$ cat src/rtl/i2cirq_pkg.sv
package i2cirq_pkg;

  localparam int NUM_FLAGS = 8;

  // flag indices (order of the setPulse vector)
  localparam int FL_SB   = 0;
  localparam int FL_ADDR = 1;
  localparam int FL_BTF  = 2;
  localparam int FL_RXNE = 3;
  localparam int FL_TXE  = 4;
  localparam int FL_BERR = 5;
  localparam int FL_ARLO = 6;
  localparam int FL_AF   = 7;

  // bit positions inside status register 1 (software decodes these)
  localparam int POS_SB   = 0;
  localparam int POS_ADDR = 1;
  localparam int POS_BTF  = 2;
  localparam int POS_RXNE = 6;
  localparam int POS_TXE  = 7;
  localparam int POS_BERR = 8;
  localparam int POS_ARLO = 9;
  localparam int POS_AF   = 10;

  // control register 2 fields
  localparam int FREQ_W     = 6;
  localparam int ERREN_BIT  = 8;
  localparam int EVTEN_BIT  = 9;
  localparam int BUFEN_BIT  = 10;

  // register offsets
  localparam int OFS_CR2 = 'h04;
  localparam int OFS_SR1 = 'h14;
  localparam int OFS_SR2 = 'h18;

  typedef enum logic [1:0] {
    RS_NONE = 2'd0,
    RS_CR2  = 2'd1,
    RS_SR1  = 2'd2,
    RS_SR2  = 2'd3
  } rdSel_e;

  typedef struct packed {
    logic cr2Wr;
    logic sr1Wr;
    logic sr1Rd;
    logic sr2Rd;
    logic dataWr;
    logic dataRd;
  } strobe_t;

  function automatic int statusPos(input int idx);
    case (idx)
      FL_SB:   return POS_SB;
      FL_ADDR: return POS_ADDR;
      FL_BTF:  return POS_BTF;
      FL_RXNE: return POS_RXNE;
      FL_TXE:  return POS_TXE;
      FL_BERR: return POS_BERR;
      FL_ARLO: return POS_ARLO;
      default: return POS_AF;
    endcase
  endfunction

  function automatic bit isErrFlag(input int idx);
    return (idx == FL_BERR) || (idx == FL_ARLO) || (idx == FL_AF);
  endfunction

  function automatic bit isSeqFlag(input int idx);
    return (idx == FL_SB) || (idx == FL_ADDR) || (idx == FL_BTF);
  endfunction

endpackage

$ cat src/rtl/i2cirq_ctrl.sv
module i2cirq_ctrl
  import i2cirq_pkg::*;
#(
  parameter int ADDR_W = 8
) (
  input  logic [ADDR_W-1:0] regAddr,
  input  logic              regWr,
  input  logic              regRd,
  input  logic              dataWrStb,
  input  logic              dataRdStb,
  output strobe_t           stb,
  output rdSel_e            rdSel
);

  localparam logic [ADDR_W-1:0] A_CR2 = ADDR_W'(OFS_CR2);
  localparam logic [ADDR_W-1:0] A_SR1 = ADDR_W'(OFS_SR1);
  localparam logic [ADDR_W-1:0] A_SR2 = ADDR_W'(OFS_SR2);

  logic hitCr2, hitSr1, hitSr2;

  assign hitCr2 = (regAddr == A_CR2);
  assign hitSr1 = (regAddr == A_SR1);
  assign hitSr2 = (regAddr == A_SR2);

  always_comb begin
    stb        = '0;
    stb.cr2Wr  = regWr & hitCr2;
    stb.sr1Wr  = regWr & hitSr1;
    stb.sr1Rd  = regRd & hitSr1;
    stb.sr2Rd  = regRd & hitSr2;
    stb.dataWr = dataWrStb;
    stb.dataRd = dataRdStb;
  end

  always_comb begin
    if (hitCr2)      rdSel = RS_CR2;
    else if (hitSr1) rdSel = RS_SR1;
    else if (hitSr2) rdSel = RS_SR2;
    else             rdSel = RS_NONE;
  end

endmodule

$ cat src/rtl/i2cirq_flags.sv
module i2cirq_flags
  import i2cirq_pkg::*;
#(
  parameter int REG_W = 16
) (
  input  logic                 clk,
  input  logic                 rstN,
  input  strobe_t              stb,
  input  rdSel_e               rdSel,
  input  logic [REG_W-1:0]     wrData,
  input  logic [NUM_FLAGS-1:0] setPulse,
  output logic [REG_W-1:0]     cr2Q,
  output logic [REG_W-1:0]     sr1Vec,
  output logic [REG_W-1:0]     rdData,
  output logic                 evtIrq,
  output logic                 errIrq
);

  localparam logic [REG_W-1:0] CR2_MASK =
      REG_W'((1 << FREQ_W) - 1) |
      (REG_W'(1) << ERREN_BIT) |
      (REG_W'(1) << EVTEN_BIT) |
      (REG_W'(1) << BUFEN_BIT);

  logic [NUM_FLAGS-1:0] flagQ, flagD;
  logic [NUM_FLAGS-1:0] armQ, armD;
  logic [NUM_FLAGS-1:0] clrHit;

  // per-flag clear source, next state and read-sequence arming
  for (genvar i = 0; i < NUM_FLAGS; i++) begin : g_flag
    localparam int POS = statusPos(i);

    if (isErrFlag(i)) begin : g_err
      assign clrHit[i] = stb.sr1Wr & ~wrData[POS];
    end else if (i == FL_SB) begin : g_sb
      assign clrHit[i] = stb.dataWr & armQ[i];
    end else if (i == FL_ADDR) begin : g_addr
      assign clrHit[i] = stb.sr2Rd & armQ[i];
    end else if (i == FL_BTF) begin : g_btf
      assign clrHit[i] = (stb.dataWr | stb.dataRd) & armQ[i];
    end else if (i == FL_RXNE) begin : g_rxne
      assign clrHit[i] = stb.dataRd;
    end else begin : g_txe
      assign clrHit[i] = stb.dataWr;
    end

    // a new event outranks any clear in the same cycle
    assign flagD[i] = setPulse[i] | (flagQ[i] & ~clrHit[i]);

    if (isSeqFlag(i)) begin : g_arm
      assign armD[i] = flagD[i] & ~clrHit[i] & (armQ[i] | (stb.sr1Rd & flagQ[i]));
    end else begin : g_noarm
      assign armD[i] = 1'b0;
    end
  end

  always_ff @(posedge clk) begin
    if (!rstN) begin
      flagQ <= '0;
      armQ  <= '0;
      cr2Q  <= '0;
    end else begin
      flagQ <= flagD;
      armQ  <= armD;
      if (stb.cr2Wr) cr2Q <= wrData & CR2_MASK;
    end
  end

  always_comb begin
    sr1Vec = '0;
    for (int i = 0; i < NUM_FLAGS; i++) begin
      sr1Vec[statusPos(i)] = flagQ[i];
    end
  end

  logic evtEn, errEn, bufEn;
  logic evtCore, bufAny, errAny;

  assign evtEn   = cr2Q[EVTEN_BIT];
  assign errEn   = cr2Q[ERREN_BIT];
  assign bufEn   = cr2Q[BUFEN_BIT];
  assign evtCore = flagQ[FL_SB] | flagQ[FL_ADDR] | flagQ[FL_BTF];
  assign bufAny  = flagQ[FL_TXE] | flagQ[FL_RXNE];
  assign errAny  = flagQ[FL_BERR] | flagQ[FL_ARLO] | flagQ[FL_AF];

  assign evtIrq = evtEn & (evtCore | (bufEn & bufAny));
  assign errIrq = errEn & errAny;

  always_comb begin
    case (rdSel)
      RS_CR2:  rdData = cr2Q;
      RS_SR1:  rdData = sr1Vec;
      default: rdData = '0;
    endcase
  end

endmodule

$ cat src/rtl/i2cirq_top.sv
module i2cirq_top
  import i2cirq_pkg::*;
#(
  parameter int ADDR_W = 8,
  parameter int REG_W  = 16
) (
  input  logic                 clk,
  input  logic                 rstN,
  input  logic [ADDR_W-1:0]    regAddr,
  input  logic                 regWr,
  input  logic                 regRd,
  input  logic [REG_W-1:0]     regWrData,
  output logic [REG_W-1:0]     regRdData,
  input  logic                 dataWrStb,
  input  logic                 dataRdStb,
  input  logic [NUM_FLAGS-1:0] setPulse,
  output logic [REG_W-1:0]     statusOut,
  output logic                 evtIrq,
  output logic                 errIrq
);

  strobe_t          stb;
  rdSel_e           rdSel;
  logic [REG_W-1:0] cr2Q;

  i2cirq_ctrl #(.ADDR_W(ADDR_W)) u_ctrl (
    .regAddr   (regAddr),
    .regWr     (regWr),
    .regRd     (regRd),
    .dataWrStb (dataWrStb),
    .dataRdStb (dataRdStb),
    .stb       (stb),
    .rdSel     (rdSel)
  );

  i2cirq_flags #(.REG_W(REG_W)) u_flags (
    .clk      (clk),
    .rstN     (rstN),
    .stb      (stb),
    .rdSel    (rdSel),
    .wrData   (regWrData),
    .setPulse (setPulse),
    .cr2Q     (cr2Q),
    .sr1Vec   (statusOut),
    .rdData   (regRdData),
    .evtIrq   (evtIrq),
    .errIrq   (errIrq)
  );

endmodule

$ cat config.mk
export PLATFORM = sky130hd
export DESIGN_NAME = i2cirq_top
export DESIGN_NICKNAME = d
export VERILOG_FILES = /design/src/rtl/i2cirq_pkg.sv /design/src/rtl/i2cirq_ctrl.sv /design/src/rtl/i2cirq_flags.sv /design/src/rtl/i2cirq_top.sv
export SDC_FILE = /design/constraint.sdc
export NUM_CORES = 1
export LEC_CHECK = 0
export BUFFER_PORTS_ARGS = -buffer_cell sky130_fd_sc_hd__buf_2
export CAP_MARGIN = 25
export CORE_MARGIN = 2
export CORE_UTILIZATION = 37
export DETAILED_ROUTE_END_ITERATION = 6
export PLACE_DENSITY = 0.71
export SYNTH_ARGS = -nofsm -noshare
export SYNTH_HDL_FRONTEND = slang
export SYNTH_SLANG_ARGS = --single-unit
$ cat constraint.sdc
create_clock -name clk -period 1.66 [get_ports clk]
set_input_delay 0.498 -clock clk [delete_from_list [all_inputs] [get_ports clk]]
set_output_delay 0.498 -clock clk [all_outputs]
set_load 0.02 [all_outputs]
==> out/results.txt, run 1 <==
max frequency - 507 MHz
TritonRoute pass-1 iters - 6
Final GP Congestion - 0.790
failing checks - DRC, setup timing
cells on worst reg2reg path - 3
synth warn - 0
top cells by area, synth - dfxtp_1 (36%), mux2i_1 (14%), buf_4 (8.8%)
Hold WS - 406 ps
status - finished, violations left
nature of the critical path startpoint - input port
CP Cell Sequence - buf_8 > nor4b_4 > buf_6 > and2_4 > and3_4 > buf_6
most common cell after layout, fill and taps aside - buf_2
met2 wire len - 1310 um
Cells after Synth - 131
final clock period utilization by the worst path - 119%
design area - 0.00166 mm2
drt wl/cell - 12.5 um
worst path arrival time - 1480 ps
Power Total - 0.980 mW
family with the most delay on the worst path - simple AND/OR/NAND/NOR gates
Crit path largest cell delay - 270 ps
CTS buffer count - 3
H-tree level count - 1
latest clock arrival within the worst-skew pair - 290 ps
sequential share of the synthesized area - 36.2%
clock network fraction of total power - 28.1%
post-synthesis cell area - 0.00110 mm2
WP depth - 6
Seq cells post-synth - 20
DR vias - 1087
met3 wire length - 244 um
total length of routed wires - 2750 um
Via-to-Cell Ratio - 4.92
max layer used - met4
RSZ-0062 raised after global routing - yes
Port Buffers - 51
Most common cell on crit path - buf_6
root buffer cell - clkbuf_4
Switching Share - 28.0%
Syn Area/Cell - 8.43 um2
Antenna Nets Post-Route - 0
vias in the first global route - 1000
worst hold stages - 3
final slew viol count - 0
leakage - 0.828 nW
initial antenna violation count - 0
largest net degree at the start of global routing - 20
first-pass GRT wire length - 4400 um
Synth top area share - 36.2%
Setup WS post-layout - -313 ps
Buffers & Inverters on Critical Path - 3
clk slew on worst S/H paths - 110 ps
antenna fix cells - 0
# Max-Cap Violations - 0
Final #Nets - 229
Die Ht - 58.6 um
library cells used by synthesis - 31
cts hold-fix bufs - 0
Max FO, Critical Path - 4
die width - 58.6 um
Starting DRT DRC Count - 51
CTS sink cnt - 20
fraction of layout cells with a size suffix above 1 - 46.3%
combinational power share - 19.5%
Final Hold Vio Count - 0
# rows - 19
Die ar. - 0.00344 mm2
total core area - 0.00281 mm2
crit path time final - 1970 ps
DP HPWL - 2070 um
Critical Path RT - 1160 ps
Layout area overhead - 50.4%
type of the worst setup path - in -> out
I/O pins - 72
Peak VDD IR - 0.372 mV
slowest cell on the critical path - nor4b_4
M1 WL - 1190 um
Overall Global Routing Usage - 16.6%
Int Power - 0.705 mW
post-route insts no fill - 221
most frequent cells in the layout - buf_2 (37), nand2_1 (21), mux2i_1 (15), dfxtp_1 (15), conb_1 (13)
starting density of the core - 39.4%
Max clock buf depth - 2
DP Cell Count - 214
Post-Route Setup TNS - -3070 ps
switching power - 0.275 mW
Worst setup EP type - output pin
largest area contributor in the netlist - dfxtp_1
CTS tree - yes
Hold Path Class - in -> reg
Sequential Power Share - 52.4%
drt drc - 7
dpl cell area - 0.00144 mm2
clock skew - 0.114 ps
final setup fails - 11
Cell Pwr Density - 590 mW/mm2
GRT overflow - 0
final timing paths:
| kind | startpoint | endpoint | slack, ps |
|---|---|---|---|
| hold reg to reg | u_flags.cr2Q[2] | u_flags.cr2Q[2] | 470 |
| hold / removal | setPulse[3] | u_flags.flagQ[3] | 410 |
| setup reg to reg | u_flags.flagQ[2] | u_flags.armQ[2] | 680 |
| setup / recovery | regAddr[1] | regRdData[6] | -310 |
metrics by stage:
step	utilization, %	setup WS [ps]
3_3_place_gp	51.4	-378
2_1_floorplan	-	-275
3_5_place_dp	51.4	-406
6_report	59.2	-313
4_1_cts	58.4	-318
5_1_grt	59.2	-372
final cells by class:
class	instances	area [um2]
Multi-Input combinational cell	103	733
Clock buffer	4	36.3
Tap cell	31	38.8
Fill cell	249	1140
Timing Repair Buffer	60	435
Sequential cell	20	407
Inverter	3	11.3
per-layer routing:
metal / GRT usage [%] / up-vias
li1: - / 544
met1: 21.2 / 497
met2: 27.6 / 44
met3: 3.74 / 2
met4: 5.84 / 0
met5: 0 / -
synthesized netlist by cell type:
| library cell | count |
|---|---|
| a211oi_1 | 2 |
| a21boi_0 | 3 |
| a21oi_1 | 6 |
| and2_1 | 1 |
| and2_2 | 1 |
| and3_1 | 2 |
| and4_1 | 1 |
| and4_2 | 1 |
| buf_1 | 1 |
| buf_4 | 13 |
| buf_6 | 1 |
| clkbuf_1 | 3 |
| conb_1 | 1 |
| dfxtp_1 | 20 |
| inv_1 | 3 |
| mux2i_1 | 15 |
| nand2_1 | 21 |
| nand2_2 | 1 |
| nand3_1 | 1 |
| nand4_1 | 3 |
| nand4b_2 | 1 |
| nor2_1 | 12 |
| nor2b_1 | 2 |
| nor3_1 | 1 |
| nor3_2 | 1 |
| nor3b_1 | 3 |
| nor4b_1 | 1 |
| nor4b_4 | 1 |
| o21a_1 | 1 |
| o21ai_0 | 7 |
| o31a_1 | 1 |
worst min-delay path, delay by kind of cell:
| family | cells | cell delay (ps) |
|---|---|---|
| buf+inv | 1 | 80 |
| simple gates | 1 | 70 |
| compound gates | 1 | 30 |
logic make-up after synthesis:
group	Yosys count	share of synthesized area, %
other	1	0.339
DFF	20	36.2
muxes	15	13.6
buffers and inverters	21	12.2
AOI/OAI and AO/OA	20	10.8
and+or+nand+nor	54	26.8
repair_timing:
item / CTS / global route
pin swaps: 4 / 5
resized for setup: 34 / 9
gates cloned: 1 / 0
setup endpoints to repair: 12 / 12
buffers inserted: 2 / 0
sequential cells by signal, summed over array words and instances, names as in the netlist:
signal         cells
u_flags.armQ       3
u_flags.flagQ      8
u_flags.cr2Q       9
power groups by stage:
stage	combinational, mW	clock, mW	sequential (mW)
floorplan	0.108	0	0.535
global placement	0.171	0	0.521
detailed placement	0.174	0	0.521
CTS	0.189	0.289	0.512
global route	0.209	0.304	0.517
finish	0.191	0.275	0.514
Power figures use the tool's default switching activity.
==> inputs of run 2 (changes only) <==
--- a/config.mk
+++ b/config.mk
@@ -8,9 +8,9 @@
 export BUFFER_PORTS_ARGS = -buffer_cell sky130_fd_sc_hd__buf_2
 export CAP_MARGIN = 25
 export CORE_MARGIN = 2
-export CORE_UTILIZATION = 37
+export CORE_UTILIZATION = 45
 export DETAILED_ROUTE_END_ITERATION = 6
-export PLACE_DENSITY = 0.71
+export PLACE_DENSITY = 0.81
 export SYNTH_ARGS = -nofsm -noshare
 export SYNTH_HDL_FRONTEND = slang
 export SYNTH_SLANG_ARGS = --single-unit
==> constraint.sdc (replaced) <==
create_clock -name clk -period 2.35 [get_ports clk]
set_input_delay 0.705 -clock clk [delete_from_list [all_inputs] [get_ports clk]]
set_output_delay 0.705 -clock clk [all_outputs]
set_load 0.02 [all_outputs]
==> run 2 against run 1 <==
The flow finishes with violations (setup timing). Sequential cell count is the same. First-iteration DRC count shrank 57%. Global-route usage grew 2.5 points. Clock power shrank 28%. Combinational power shrank 35%. Clock skew is essentially flat. Hold slack gained 64 ps. Final cell count shrank 2.3%. Setup slack gained 290 ps. Register-to-register slack gained 650 ps. Routed wire length shrank 4.5%. Count of clock-buffer cells in the layout is the same. Critical path type unchanged. Critical endpoint unchanged. Largest cell class unchanged. Largest power group unchanged. Highest routed layer unchanged.
==> out/results.txt, run 2 (same netlist as run 1, synthesis figures left out) <==
final setup fails - 8 (was 11)
clock skew - 0.135 ps (was 0.114 ps)
Die ar. - 0.00287 mm2 (was 0.00344 mm2)
failing checks - setup timing (was DRC, setup timing)
max frequency - 422 MHz
dpl cell area - 0.00135 mm2 (was 0.00144 mm2)
Hold Path Class - reg -> reg (was in -> reg)
most frequent cells in the layout - buf_2 (39), nand2_1 (22), dfxtp_1 (20), mux2i_1 (15), buf_4 (15) (was buf_2 (37), nand2_1 (21), mux2i_1 (15), dfxtp_1 (15), conb_1 (13))
cells on worst reg2reg path - 3 (unchanged)
TritonRoute pass-1 iters - 4 (was 6)
first-pass GRT wire length - 3960 um (was 4400 um)
total length of routed wires - 2630 um (was 2750 um)
GRT overflow - 0 (unchanged)
initial antenna violation count - 0 (unchanged)
R2R setup slack - 1330 ps (was 680 ps)
clk slew on worst S/H paths - 110 ps (about the same)
H-tree level count - 1 (unchanged)
largest net degree at the start of global routing - 26 (was 20)
max reg flops - 9 (unchanged)
latest clock arrival within the worst-skew pair - 290 ps (about the same)
r2r endpoint - u_flags.armQ[0] (was u_flags.armQ[2])
starting density of the core - 48.5% (was 39.4%)
Final #Nets - 227 (was 229)
design area - 0.00149 mm2 (was 0.00166 mm2)
switching power - 0.190 mW (was 0.275 mW)
Worst setup EP type - output pin (unchanged)
cts hold-fix bufs - 0 (unchanged)
Starting DRT DRC Count - 22 (was 51)
Antenna Nets Post-Route - 0 (unchanged)
Die Ht - 53.6 um (was 58.6 um)
Largest Register - u_flags.cr2Q (unchanged)
# rows - 17 (was 19)
Power Total - 0.682 mW (was 0.980 mW)
RSZ-0062 raised after global routing - yes (unchanged)
Critical Path RT - 1640 ps (was 1160 ps)
Max FO, Critical Path - 4 (unchanged)
Setup WS post-layout - -22.1 ps (was -313 ps)
crit path time final - 2370 ps
Fillers - 203 (was 249)
Switching Share - 27.9% (was 28.0%)
vias in the first global route - 933 (was 1000)
min-delay src - u_flags.cr2Q[5] (was setPulse[3])
Via-to-Cell Ratio - 4.99 (was 4.92)
DP HPWL - 1950 um (was 2070 um)
most common cell after layout, fill and taps aside - buf_2 (unchanged)
drt wl/cell - 12.2 um (was 12.5 um)
Peak VDD IR - 0.321 mV (was 0.372 mV)
Cell Pwr Density - 459 mW/mm2 (was 590 mW/mm2)
status - finished, violations left (unchanged)
clock network fraction of total power - 29.0% (was 28.1%)
root buffer cell - clkbuf_4 (unchanged)
Layout area overhead - 34.7% (was 50.4%)
nature of the critical path startpoint - input port (unchanged)
CTS sink cnt - 20 (unchanged)
Sequential Power Share - 52.9% (was 52.4%)
Post-Route Setup TNS - -111 ps (was -3070 ps)
leakage - 0.780 nW (was 0.828 nW)
total core area - 0.00228 mm2 (was 0.00281 mm2)
drt drc - 0 (was 7)
fraction of layout cells with a size suffix above 1 - 39.4% (was 46.3%)
pre-CTS setup slack - -230 ps (was -406 ps)
CTS buffer count - 3 (unchanged)
crit path from - regAddr[0] (was regAddr[1])
combinational power share - 18.2% (was 19.5%)
largest registers - u_flags.cr2Q x9, u_flags.flagQ x8, u_flags.armQ x3 (unchanged)
Max clock buf depth - 2 (unchanged)
die width - 53.6 um (was 58.6 um)
Final Hold Vio Count - 0 (unchanged)
Final GP Congestion - 0.789 (was 0.790)
Overall Global Routing Usage - 19.1% (was 16.6%)
I/O pins - 72 (unchanged)
CTS tree - yes (unchanged)
R2R Path Start - u_flags.flagQ[0] (was u_flags.flagQ[2])
type of the worst setup path - in -> out (unchanged)
final core utilization - 65.4% (was 59.2%)
CP endpoint - regRdData[6] (unchanged)
final slew viol count - 0 (unchanged)
worst path arrival time - 1670 ps (was 1480 ps)
final clock period utilization by the worst path - 101%
# Max-Cap Violations - 0 (unchanged)
DR vias - 1077 (was 1087)
Port Buffers - 51 (unchanged)
Int Power - 0.492 mW (was 0.705 mW)
antenna fix cells - 0 (unchanged)
-- run 2: cell types whose count changed in the layout (fill, tap and decap cells not counted), sizes merged --
cell / change
buf: -2
-- run 2: how the worst min path moves through the flow --
| stage | end | slack (ps) | cells past startpoint |
|---|---|---|---|
| after floorplan | u_flags.cr2Q[3] | 430 | 2 |
| after global placement | u_flags.cr2Q[3] | 440 | 2 |
| after detailed placement | u_flags.cr2Q[5] | 460 | 2 |
| after CTS | u_flags.cr2Q[5] | 470 | 2 |
| after global routing | u_flags.cr2Q[5] | 490 | 2 |
| final | u_flags.cr2Q[5] | 470 | 2 |
-- run 2: through the flow --
| step | hold WS [ps] | std cells |
|---|---|---|
| after floorplan | 433 | 143 |
| after global placement | 441 | 209 |
| after detailed placement | 459 | 209 |
| after CTS | 473 | 215 |
| after global routing | 495 | 216 |
| final | 470 | 216 |
-- run 2: area by class of cell --
cell class / instances / area [um2] / share of cell area, %
clock buffer: 4 / 36.3 / 2.44
inverter: 3 / 11.3 / 0.757
multi-input combinational: 103 / 652 / 43.8
sequential: 20 / 400 / 26.9
tap: 28 / 35.0 / 2.35
timing repair buffer: 58 / 353 / 23.7
-- run 2: what timing repair did --
action                     CTS  global route
cloned                       1             0
hold endpoints to repair     0             0
pin swaps                    2             1
resized for setup           14             8
buffers inserted             1             1
setup endpoints to repair   11            11
-- run 2: power by group through the flow --
stage               Combinational (mW)  Clock [mW]  Sequential, mW
finish                           0.124       0.198           0.361
CTS                              0.123       0.204           0.361
floorplan                       0.0728           0           0.378
global placement                 0.116           0           0.367
detailed placement               0.118           0           0.368
global route                     0.135       0.228           0.363
-- run 2: per-layer routing --
metal | track usage [%] | part of all wire [%] | up-vias
li1 | - | - | 539
met1 | 23.4 | 45 | 488
met3 | 3.33 | 7.5 | 2
met5 | 0 | 0 | -
met4 | 6.41 | 0.46 | 0
met2 | 33.7 | 47 | 48
-- run 2: worst max-delay path, stage by stage --
cell and delay [ps]:
buf_6 100, nor4b_4 250, buf_4 180, and2_4 150, and3_4 180, buf_6 110
